**src/rtl/scsi_ini_pkg.sv**
```systemverilog
package scsi_ini_pkg;
  localparam logic [2:0] A_DATA  = 3'd0;
  localparam logic [2:0] A_ICMD  = 3'd1;
  localparam logic [2:0] A_MODE  = 3'd2;
  localparam logic [2:0] A_TCMD  = 3'd3;
  localparam logic [2:0] A_STAT  = 3'd4;
  localparam logic [2:0] A_BSTAT = 3'd5;
  localparam logic [2:0] A_IDATA = 3'd6;
  localparam logic [2:0] A_CLR   = 3'd7;

  localparam int M_ARB    = 0;
  localparam int M_DMA    = 1;
  localparam int M_BSYMON = 2;
  localparam int M_PARINT = 4;
  localparam int M_PARCHK = 5;
  localparam int M_BLOCK  = 7;

  localparam int I_DATA = 0;
  localparam int I_ATN  = 1;
  localparam int I_SEL  = 2;
  localparam int I_BSY  = 3;
  localparam int I_ACK  = 4;
  localparam int I_RST  = 7;

  typedef enum logic [2:0] {
    ST_IDLE, ST_RX_WAIT, ST_RX_ACK, ST_TX_WAIT, ST_TX_ACK
  } dma_st_t;
endpackage

```
**src/rtl/scsi_ini_hostregs.sv**
```systemverilog
module scsi_ini_hostregs #(
  parameter int DW = 8,
  parameter int PW = 4
) (
  input  logic          clk,
  input  logic          rst,
  input  logic          wr_odr,
  input  logic          wr_icr,
  input  logic          wr_mode,
  input  logic          wr_tcr,
  input  logic          wr_selen,
  input  logic [DW-1:0] wdata,
  output logic [DW-1:0] odr_q,
  output logic [DW-1:0] icr_q,
  output logic [DW-1:0] mode_q,
  output logic [PW-1:0] tcr_q,
  output logic [DW-1:0] selen_q
);
  // control bits 6 and 5 are read-only status, never stored
  localparam logic [DW-1:0] ICR_WMASK = ~(DW'(2'b11) << 5);

  always_ff @(posedge clk) begin
    if (rst) begin
      odr_q   <= '0;
      icr_q   <= '0;
      mode_q  <= '0;
      tcr_q   <= '0;
      selen_q <= '0;
    end else begin
      if (wr_odr)   odr_q   <= wdata;
      if (wr_icr)   icr_q   <= wdata & ICR_WMASK;
      if (wr_mode)  mode_q  <= wdata;
      if (wr_tcr)   tcr_q   <= wdata[PW-1:0];
      if (wr_selen) selen_q <= wdata;
    end
  end
endmodule

```
**src/rtl/scsi_ini_dma.sv**
```systemverilog
module scsi_ini_dma
  import scsi_ini_pkg::*;
#(
  parameter int DW = 8
) (
  input  logic          clk,
  input  logic          rst,
  input  logic          pm,
  input  logic          req,
  input  logic [DW-1:0] db,
  input  logic          dbp,
  input  logic          start_rx,
  input  logic          start_tx,
  input  logic          dma_off,
  input  logic          rd_idr,
  input  logic          wr_odr,
  input  logic          par_en,
  input  logic          block,
  output logic [DW-1:0] idr_q,
  output logic          drq,
  output logic          dma_ack,
  output logic          tx_drive,
  output logic          busy,
  output logic          end_q,
  output logic          mis_stop,
  output logic          par_bad
);
  dma_st_t       st, st_n;
  logic          full, full_n, end_n, latch;
  logic [DW-1:0] idr_n;
  logic          rx_role, tx_role;

  assign rx_role = (st == ST_RX_WAIT) || (st == ST_RX_ACK);
  assign tx_role = (st == ST_TX_WAIT) || (st == ST_TX_ACK);

  always_comb begin
    st_n     = st;
    full_n   = full;
    idr_n    = idr_q;
    end_n    = end_q;
    latch    = 1'b0;
    mis_stop = 1'b0;
    if (rd_idr && rx_role) full_n = 1'b0;
    if (wr_odr && tx_role) full_n = 1'b1;
    if (st != ST_IDLE) begin
      if (dma_off) begin
        st_n   = ST_IDLE;
        full_n = 1'b0;
        end_n  = 1'b1;
      end else if (!pm) begin
        st_n     = ST_IDLE;
        full_n   = 1'b0;
        mis_stop = 1'b1;
      end else begin
        case (st)
          ST_RX_WAIT: if (req && !full) begin
            st_n   = ST_RX_ACK;
            full_n = 1'b1;
            idr_n  = db;
            latch  = 1'b1;
          end
          ST_RX_ACK:  if (!req) st_n = ST_RX_WAIT;
          ST_TX_WAIT: if (req && full) st_n = ST_TX_ACK;
          ST_TX_ACK:  if (!req) begin
            st_n   = ST_TX_WAIT;
            full_n = 1'b0;
          end
          default: ;
        endcase
      end
    end
    if (start_rx) begin
      st_n   = ST_RX_WAIT;
      full_n = 1'b0;
      end_n  = 1'b0;
    end else if (start_tx) begin
      st_n   = ST_TX_WAIT;
      full_n = 1'b0;
      end_n  = 1'b0;
    end
  end

  always_ff @(posedge clk) begin
    if (rst) begin
      st    <= ST_IDLE;
      full  <= 1'b0;
      idr_q <= '0;
      end_q <= 1'b0;
    end else begin
      st    <= st_n;
      full  <= full_n;
      idr_q <= idr_n;
      end_q <= end_n;
    end
  end

  // odd parity expected over data plus parity line
  assign par_bad  = latch && par_en && !(^{dbp, db});
  assign busy     = (st != ST_IDLE);
  assign dma_ack  = (st == ST_RX_ACK) || (st == ST_TX_ACK);
  assign tx_drive = tx_role;
  assign drq      = block ? busy : (rx_role ? full : (tx_role ? !full : 1'b0));
endmodule

```
**src/rtl/scsi_ini_irq.sv**
```systemverilog
module scsi_ini_irq (
  input  logic clk,
  input  logic rst,
  input  logic sel_hit,
  input  logic bsy,
  input  logic mon_en,
  input  logic par_bad,
  input  logic par_int_en,
  input  logic mis_stop,
  input  logic clr,
  output logic irq_q,
  output logic perr_q,
  output logic berr_q,
  output logic irq_set
);
  logic bsy_q, bsy_fall;

  assign bsy_fall = mon_en && bsy_q && !bsy;
  assign irq_set  = sel_hit || bsy_fall || (par_bad && par_int_en) || mis_stop;

  always_ff @(posedge clk) begin
    if (rst) begin
      bsy_q  <= 1'b0;
      irq_q  <= 1'b0;
      perr_q <= 1'b0;
      berr_q <= 1'b0;
    end else begin
      bsy_q  <= bsy;
      irq_q  <= irq_set  || (irq_q  && !clr);
      perr_q <= par_bad  || (perr_q && !clr);
      berr_q <= bsy_fall || (berr_q && !clr);
    end
  end
endmodule

```
**src/rtl/scsi_ini_regs.sv**
```systemverilog
module scsi_ini_regs
  import scsi_ini_pkg::*;
#(
  parameter int DW = 8,
  parameter int AW = 3,
  parameter int PW = 4
) (
  input  logic          clk,
  input  logic          rst,
  input  logic [AW-1:0] hst_addr,
  input  logic [DW-1:0] hst_wdata,
  input  logic          hst_wr,
  input  logic          hst_rd,
  output logic [DW-1:0] hst_rdata,
  output logic          irq,
  output logic          drq,
  input  logic [DW-1:0] bus_db_in,
  input  logic          bus_dbp_in,
  input  logic          bus_rst_in,
  input  logic          bus_bsy_in,
  input  logic          bus_sel_in,
  input  logic          bus_atn_in,
  input  logic          bus_ack_in,
  input  logic          bus_req_in,
  input  logic          bus_msg_in,
  input  logic          bus_cd_in,
  input  logic          bus_io_in,
  output logic [DW-1:0] db_out,
  output logic          dbp_out,
  output logic          db_oe,
  output logic          rst_o,
  output logic          bsy_o,
  output logic          sel_o,
  output logic          atn_o,
  output logic          ack_o
);
  localparam int NREG = 1 << AW;

  logic [NREG-1:0] wr_hit, rd_hit;
  logic [DW-1:0]   odr_q, icr_q, mode_q, selen_q, idr_q;
  logic [PW-1:0]   tcr_q;
  logic            pm, sel_hit, tx_drive, dma_ack, dma_busy, end_q;
  logic            mis_stop, par_bad, perr_q, berr_q, irq_set;
  logic [DW-1:0]   icr_rd, stat_rd, bstat_rd;

  for (genvar i = 0; i < NREG; i++) begin : g_dec
    assign wr_hit[i] = hst_wr && (hst_addr == AW'(i));
    assign rd_hit[i] = hst_rd && (hst_addr == AW'(i));
  end

  scsi_ini_hostregs #(.DW(DW), .PW(PW)) u_regs (
    .clk(clk), .rst(rst),
    .wr_odr(wr_hit[A_DATA]), .wr_icr(wr_hit[A_ICMD]), .wr_mode(wr_hit[A_MODE]),
    .wr_tcr(wr_hit[A_TCMD]), .wr_selen(wr_hit[A_STAT]), .wdata(hst_wdata),
    .odr_q(odr_q), .icr_q(icr_q), .mode_q(mode_q), .tcr_q(tcr_q), .selen_q(selen_q)
  );

  assign pm      = ({bus_msg_in, bus_cd_in, bus_io_in} == tcr_q[2:0]);
  assign sel_hit = !bus_bsy_in && bus_sel_in && ((bus_db_in & selen_q) != '0);

  scsi_ini_dma #(.DW(DW)) u_dma (
    .clk(clk), .rst(rst), .pm(pm), .req(bus_req_in), .db(bus_db_in), .dbp(bus_dbp_in),
    .start_rx(wr_hit[A_CLR] && mode_q[M_DMA]),
    .start_tx(wr_hit[A_BSTAT] && mode_q[M_DMA]),
    .dma_off(wr_hit[A_MODE] && !hst_wdata[M_DMA]),
    .rd_idr(rd_hit[A_IDATA]), .wr_odr(wr_hit[A_DATA]),
    .par_en(mode_q[M_PARCHK]), .block(mode_q[M_BLOCK]),
    .idr_q(idr_q), .drq(drq), .dma_ack(dma_ack), .tx_drive(tx_drive),
    .busy(dma_busy), .end_q(end_q), .mis_stop(mis_stop), .par_bad(par_bad)
  );

  scsi_ini_irq u_irq (
    .clk(clk), .rst(rst), .sel_hit(sel_hit), .bsy(bus_bsy_in),
    .mon_en(mode_q[M_BSYMON]), .par_bad(par_bad), .par_int_en(mode_q[M_PARINT]),
    .mis_stop(mis_stop), .clr(rd_hit[A_CLR]),
    .irq_q(irq), .perr_q(perr_q), .berr_q(berr_q), .irq_set(irq_set)
  );

  assign db_out  = odr_q;
  assign dbp_out = ~^odr_q;
  assign db_oe   = mode_q[M_ARB] || (pm && (icr_q[I_DATA] || tx_drive));
  assign rst_o   = icr_q[I_RST];
  assign bsy_o   = icr_q[I_BSY];
  assign sel_o   = icr_q[I_SEL];
  assign atn_o   = icr_q[I_ATN];
  assign ack_o   = icr_q[I_ACK] || dma_ack;

  assign icr_rd   = icr_q | (DW'(mode_q[M_ARB]) << 6);
  assign stat_rd  = {bus_rst_in, bus_bsy_in, bus_req_in, bus_msg_in,
                     bus_cd_in, bus_io_in, bus_sel_in, bus_dbp_in};
  assign bstat_rd = {end_q, drq, perr_q, irq, pm, berr_q, bus_atn_in, bus_ack_in};

  always_ff @(posedge clk) begin
    if (rst) begin
      hst_rdata <= '0;
    end else if (hst_rd) begin
      case (hst_addr)
        A_DATA:  hst_rdata <= bus_db_in;
        A_ICMD:  hst_rdata <= icr_rd;
        A_MODE:  hst_rdata <= mode_q;
        A_TCMD:  hst_rdata <= DW'(tcr_q);
        A_STAT:  hst_rdata <= stat_rd;
        A_BSTAT: hst_rdata <= bstat_rd;
        A_IDATA: hst_rdata <= idr_q;
        default: hst_rdata <= '0;
      endcase
    end
  end
endmodule

```
**config.mk**
```make
export PLATFORM = sky130hd
export DESIGN_NAME = scsi_ini_regs
export DESIGN_NICKNAME = d
export VERILOG_FILES = /design/src/rtl/scsi_ini_pkg.sv /design/src/rtl/scsi_ini_hostregs.sv /design/src/rtl/scsi_ini_dma.sv /design/src/rtl/scsi_ini_irq.sv /design/src/rtl/scsi_ini_regs.sv
export SDC_FILE = /design/constraint.sdc
export NUM_CORES = 1
export LEC_CHECK = 0
export BUFFER_PORTS_ARGS = -buffer_cell sky130_fd_sc_hd__buf_2
export CELL_PAD_IN_SITES_DETAIL_PLACEMENT = 0
export CELL_PAD_IN_SITES_GLOBAL_PLACEMENT = 1
export CORE_MARGIN = 5
export CORE_UTILIZATION = 30
export DETAILED_ROUTE_END_ITERATION = 8
export PLACE_DENSITY = 0.68
export SETUP_SLACK_MARGIN = 0.1
export SYNTH_ARGS = -nofsm -noshare
export SYNTH_HDL_FRONTEND = slang
export SYNTH_SLANG_ARGS = --single-unit
```
**constraint.sdc**
```tcl
create_clock -name clk -period 2.1 [get_ports clk]
set_input_delay 0 -clock clk [delete_from_list [all_inputs] [get_ports clk]]
set_output_delay 0 -clock clk [all_outputs]
set_load 0.005 [all_outputs]
```
==> flow_summary.json, run 1 <==
{
  "status": "finished clean",
  "internal_power_mw": 1.75,
  "antenna_found_initial": 0,
  "synth.area.top_cells": "dfxtp_1 (39%), mux2i_1 (8.5%), nand2_1 (7.7%)",
  "post_dp_cell_area_um2": 3490,
  "numCtsBuffers": 9,
  "ys_seq_area_frac": 0.387,
  "port-buffer-count": 57,
  "hold_path_depth": 3,
  "finalInstanceArea_um2": 3800,
  "cp.required_ns": 2.30,
  "cts_setup_buffers": 0,
  "wl_per_cell_um": 17.0,
  "cts_num_sinks": 59,
  "grt_start_max_net_pins": 27,
  "die_h_um": 111,
  "die_x_um": 111,
  "reg2reg_from": "u_regs.tcr_q[2]$_SDFFE_PP0P_",
  "syn_avg_cell_area_um2": 8.45,
  "slowest_delay_ns": 0.37,
  "ys_warn_count": 0,
  "worst-path-buf-inv": 1,
  "core_area_um2": 9860,
  "cts-root-buf": "clkbuf_8",
  "cp_top_family": "compound AO/OA/AOI/OAI gates",
  "clock_latency_ns": 0.34,
  "cts_resized": 0,
  "dr_total_vias": 2883,
  "clk_path_buf_depth": 2,
  "start_util": 0.309,
  "routabilityCongestion": 0.845,
  "rows": 36,
  "h-tree-depth": 3,
  "drc": 0,
  "leakage_nw": 1.50,
  "drt_iter0_markers": 196,
  "netlist_instances": 361,
  "dp_cells": 538,
  "endpoint_kind": "flip-flop",
  "via_per_inst": 5.08,
  "grt_setup_unrepaired": "no",
  "skew_ns": 0.00722,
  "min_from": "bus_db_in[4]",
  "critPathLaunchType": "flip-flop",
  "min_period_over_period": 0.797,
  "max_freq_mhz": 598,
  "synthTopCellsByCount": "nand2_1 (63), dfxtp_1 (59), nor2_1 (37)",
  "cap_violations": 0,
  "ant_nets": 0,
  "final_nets": 464,
  "ctsHoldBuffers": 15,
  "synth_cell_types": 46,
  "ir_drop_v": 0.000252,
  "r2r_end": "u_dma.idr_q[2]$_SDFFE_PP0P_",
  "grt_overflow_total": 0,
  "syn_area_um2": 3050,
  "reg2reg_slack_ns": 0.43,
  "cts_tree": "yes",
  "n_antenna_cell": 0,
  "ioPinCount": 58,
  "maxSlewViolCount": 0,
  "cpMaxStageDelayCell": "a2111oi_4",
  "fin_hold_ws_ns": 0.0156,
  "switchingPower_uw": 643,
  "crit_chain": "xor2_1 -> a2111oi_4 -> and2_1 -> buf_4 -> mux2i_1 -> nor2_1",
  "fin_cells": 568,
  "path_depth": 6,
  "holdCritPathClass": "input port to flip-flop",
  "hpwlAfterDp_mm": 7.16,
  "grt_pass1_wl_mm": 15.6,
  "tns_ns": 0,
  "wl_mm": 9.66,
  "p_clk_frac": 0.370,
  "layout-drive-gt1-share": 0.230,
  "async_flop_share": 0,
  "synth-edff-count": 0,
  "dr.pass1.iters": 5,
  "relSlewSlack": 0.608,
  "synth.net_count": 394,
  "synth_flop_cell": "dfxtp_1",
  "cp_max_fo": 9,
  "swShare": 0.269,
  "die_area_um2": 12300,
  "synth.most_common_cell": "nand2_1",
  "seq_power_share": 0.487,
  "timing.final.ws_setup_ns": 0.427,
  "cp.arrival_ns": 1.88,
  "clkTransAtPathRegs_ns": 0.07,
  "tightest_slew_ns": 0.579,
  "final-hold-violation-count": 0,
  "power_density_nw_per_um2": 629,
  "place_worst_setup_slack_ns": 0.465,
  "rr_worst_depth": 6,
  "power.share.combinational": 0.143,
  "synth_top_area_share": 0.387,
  "critPathKind": "flip-flop to flip-flop",
  "track_usage": 0.159,
  "grt_pass1_vias": 2723,
  "ys_ff_latch": 59,
  "synthToLayoutAreaGrowth_pct": 24.6,
  "finalCriticalPeriod_ns": 1.67,
  "finalSetupViolCount": 0,
  "holdPathEnd": "u_dma.idr_q[4]$_SDFFE_PP0P_",
  "synth.largest_area_cell": "dfxtp_1"
}
## layout by cell type (no fill, tap or decap), types with 2 or more instances in the layout
cell / instances
mux4_2: 4
o221a_2: 2
buf_4: 14
a211oi_1: 4
and2_1: 2
dlygate4sd3_1: 15
dfxtp_1: 59
o211ai_1: 3
mux2i_1: 26
a22oi_1: 9
xor2_1: 6
nand3_1: 4
nand4_1: 4
o21ai_0: 7
clkbuf_8: 10
inv_1: 4
nand3b_1: 4
nor2_1: 37
buf_2: 57
mux2_2: 5
a31oi_1: 7
xnor2_1: 12
o21a_1: 2
nor3_1: 5
a21oi_1: 33
clkbuf_1: 2
nand2b_1: 4
and3_1: 2
nor2b_1: 8
nand2_1: 63
clkinv_2: 3
## worst reg2reg max path: cells and delay by family (launching register included)
| kind | cells | cell delay [ns] |
|---|---|---|
| AO/OA/AOI/OAI | 1 | 0.37 |
| XOR/XNOR | 1 | 0.20 |
| buffers and inverters | 1 | 0.20 |
| flip-flops | 1 | 0.33 |
| multiplexers | 1 | 0.22 |
| AND/OR/NAND/NOR | 2 | 0.23 |
## power by group through the flow
stage	clock, mW	sequential (mW)	combinational (mW)
final	0.884	1.16	0.343
after global routing	0.961	1.17	0.373
after CTS	0.921	1.16	0.342
after detailed placement	0	1.19	0.320
after global placement	0	1.19	0.318
after floorplan	0	1.18	0.188
## per-layer routing
metal  up-vias  wire length, µm  share of wire  global-route usage
met5         -                0              0                   0
met4         0              109          0.011              0.0435
met3        11              598          0.062              0.0388
met2        97             4280           0.44               0.234
met1      1373             4680           0.48               0.231
li1       1402                -              -                   -
## logic make-up (layout without fill, tap and decap cells)
| logic type | after synthesis | after routing | share of synthesized area |
|---|---|---|---|
| AND/OR/NAND/NOR | 137 | 137 | 0.200 |
| AO/OA/AOI/OAI | 80 | 80 | 0.175 |
| flip-flops | 59 | 59 | 0.387 |
| multiplexers | 35 | 35 | 0.133 |
| buffers and inverters | 31 | 105 | 0.0455 |
| XOR/XNOR | 19 | 19 | 0.0590 |
## final cells by class
class | instances | area, µm²
clock buffers | 12 | 145
clock inverters | 3 | 15.0
fillers | 1027 | 6060
inverters | 4 | 15.0
multi-input cells | 271 | 1740
flip-flops and latches | 59 | 1180
well taps | 133 | 166
repair buffers | 86 | 541
## stage by stage
stage                     utilization  power (mW)
final                           0.385        2.39
after global routing            0.385        2.50
after CTS                       0.385        2.43
after detailed placement        0.354        1.51
after global placement          0.354        1.51
after floorplan                     -        1.37
## how the worst max path moves through the flow
stage,start,endpoint,slack (ns)
2_1_floorplan,u_regs.tcr_q[2]$_SDFFE_PP0P_,u_dma.idr_q[0]$_SDFFE_PP0P_,0.53
3_3_place_gp,u_regs.tcr_q[2]$_SDFFE_PP0P_,u_dma.idr_q[5]$_SDFFE_PP0P_,0.52
3_5_place_dp,u_regs.tcr_q[2]$_SDFFE_PP0P_,u_dma.idr_q[2]$_SDFFE_PP0P_,0.47
4_1_cts,u_regs.tcr_q[2]$_SDFFE_PP0P_,u_dma.idr_q[2]$_SDFFE_PP0P_,0.44
5_1_grt,u_regs.tcr_q[2]$_SDFFE_PP0P_,u_dma.idr_q[1]$_SDFFE_PP0P_,0.33
6_report,u_regs.tcr_q[2]$_SDFFE_PP0P_,u_dma.idr_q[2]$_SDFFE_PP0P_,0.43
## sequential cells by signal (all words and copies together) (netlist names)
signal	cells
u_irq.bsy_q	1
u_irq.perr_q	1
u_dma.idr_q	8
u_regs.icr_q	6
u_regs.odr_q	8
u_irq.berr_q	1
u_regs.mode_q	8
u_regs.selen_q	8
u_dma.st	3
u_irq.irq_q	1
hst_rdata	8
u_regs.tcr_q	4
u_dma.full	1
u_dma.end_q	1
No activity file was read; power rests on OpenSTA's default activity.
==> run 2: changes to the inputs <==
==> constraint.sdc (replaced) <==
create_clock -name clk -period 1.65 [get_ports clk]
set_input_delay 0 -clock clk [delete_from_list [all_inputs] [get_ports clk]]
set_output_delay 0 -clock clk [all_outputs]
set_load 0.005 [all_outputs]
==> run 2 against run 1 <==
  * Worst setup slack worse by 0.42 ns
  * First-iteration DRC count down 22%
  * Global-route usage up 0.65 points
  * Critical endpoint is now db_oe
  * Register-to-register slack worse by 0.41 ns
  * Sequential power up 27%
  * Sequential share of layout area down 2.3 points
  * Flip-flop and latch count unchanged
  * Largest power group is now the clock network
  * Critical path depth down 1
  * Cell area up 8.9%
  * Clock power up 73%
==> flow_summary.json, run 2 (synthesis results as in run 1) <==
{
  "drc": 0,
  "ir_drop_v": 0.000392,
  "timing.final.ws_setup_ns": 0.00729,
  "grt_start_max_net_pins": 23,
  "die_h_um": 111,
  "cap_violations": 0,
  "final_nets": 485,
  "n_antenna_cell": 0,
  "routabilityCongestion": 0.853,
  "slowest_delay_ns": 0.41,
  "hold_path_depth": 3,
  "cp_max_fo": 3,
  "wl_mm": 10.1,
  "core_area_um2": 9860,
  "reg2reg_slack_ns": 0.02,
  "min_period_over_period": 0.996,
  "synthToLayoutAreaGrowth_pct": 35.6,
  "h-tree-depth": 3,
  "holdPathEnd": "u_dma.idr_q[7]$_SDFFE_PP0P_",
  "maxSlewViolCount": 0,
  "grt_setup_unrepaired": "yes",
  "port-buffer-count": 57,
  "max_freq_mhz": 609,
  "place_worst_setup_slack_ns": 0.0438,
  "cpMaxStageDelayCell": "or3_4",
  "rr_worst_depth": 6,
  "leakage_nw": 1.65,
  "via_per_inst": 4.98,
  "cts_tree": "yes",
  "cp.required_ns": 1.65,
  "rows": 36,
  "worst-path-buf-inv": 2,
  "grt_pass1_vias": 2893,
  "finalCriticalPeriod_ns": 1.64,
  "cp_top_family": "simple AND/OR/NAND/NOR gates",
  "r2r_end": "u_dma.idr_q[5]$_SDFFE_PP0P_",
  "clk_path_buf_depth": 2,
  "dr.pass1.iters": 4,
  "die_x_um": 111,
  "clkTransAtPathRegs_ns": 0.07,
  "critPathKind": "flip-flop to primary output",
  "layout-drive-gt1-share": 0.291,
  "critPathLaunchType": "flip-flop",
  "status": "finished clean",
  "grt_pass1_wl_mm": 16.0,
  "clock_latency_ns": 0.35,
  "relSlewSlack": 0.702,
  "fin_hold_ws_ns": 0.0452,
  "power_density_nw_per_um2": 841,
  "holdCritPathClass": "input port to flip-flop",
  "antenna_found_initial": 0,
  "wl_per_cell_um": 17.1,
  "endpoint_kind": "primary output",
  "cp.arrival_ns": 1.64,
  "ioPinCount": 58,
  "dr_total_vias": 2941,
  "tightest_slew_ns": 0.440,
  "hpwlAfterDp_mm": 7.67,
  "ant_nets": 0,
  "crit_chain": "xor2_4 -> or3_4 -> buf_6 -> o21bai_1 -> buf_2",
  "drt_iter0_markers": 153,
  "min_from": "bus_db_in[7]",
  "cts_num_sinks": 59,
  "tns_ns": 0,
  "finalSetupViolCount": 0,
  "track_usage": 0.166,
  "total_power_mw": 3.48,
  "final-hold-violation-count": 0,
  "grt_overflow_total": 0,
  "numCtsBuffers": 9,
  "cts-root-buf": "clkbuf_8",
  "fin_util": 0.420,
  "die_area_um2": 12300,
  "start_util": 0.309,
  "mostFrequentLayoutCells": "nand2_1 (63), buf_2 (57), dfxtp_1 (56)",
  "final_common_cell": "nand2_1",
  "reg2reg_from": "u_regs.tcr_q[1]$_SDFFE_PP0P_",
  "skew_ns": 0.00994
}
[run 2: power by group]
part / switching [mW] / internal (mW)
Combinational: 0.252 / 0.224
Sequential: 0.0212 / 1.45
Clock: 0.597 / 0.931
[run 2: metrics by stage]
| stage | instances | instance area, µm² |
|---|---|---|
| after floorplan | 361 | 3060 |
| after global placement | 556 | 3650 |
| after detailed placement | 556 | 3650 |
| after CTS | 591 | 4140 |
| after global routing | 590 | 4140 |
| final | 590 | 4140 |
[run 2: worst max-delay path by stage]
stage	start	endpoint	cells past startpoint	slack, ns
2_1_floorplan	u_regs.tcr_q[1]$_SDFFE_PP0P_	u_dma.idr_q[0]$_SDFFE_PP0P_	6	0.11
3_3_place_gp	u_regs.tcr_q[1]$_SDFFE_PP0P_	u_dma.idr_q[7]$_SDFFE_PP0P_	6	0.12
3_5_place_dp	u_regs.tcr_q[1]$_SDFFE_PP0P_	u_dma.idr_q[5]$_SDFFE_PP0P_	6	0.04
4_1_cts	u_regs.tcr_q[0]$_SDFFE_PP0P_	db_oe	5	-0.03
5_1_grt	u_regs.tcr_q[0]$_SDFFE_PP0P_	db_oe	5	-0.05
6_report	u_regs.tcr_q[0]$_SDFFE_PP0P_	db_oe	5	0.007
[run 2: layout make-up]
class                           instances  area, µm²
Clock buffer                           12        155
Clock inverter                          4       72.6
Timing Repair Buffer                  107        738
Tap cell                              133        166
Multi-Input combinational cell        271       1800
Fill cell                            1003       5730
Inverter                                4       15.0
Sequential cell                        59       1190
[run 2: worst min-delay path: stages]
cell and delay (ns):
buf_2 0.17, mux2i_1 0.09, nor2_1 0.09
[run 2: metal layers]
layer	routed length, µm	global-route usage	vias to the layer above
li1	-	-	1446
met1	4670	0.228	1388
met2	4460	0.255	94
met3	759	0.0453	13
met4	176	0.0435	0
met5	0	0	-
[run 2: timing repair]
item                       in CTS  in global routing
setup endpoints to repair      11                 15
hold endpoints to repair       30                  0
buffers inserted                3                  0
hold buffers                   15                  0
resized for setup              14                  1
cloned                          1                  0
pin swaps                       7                  5
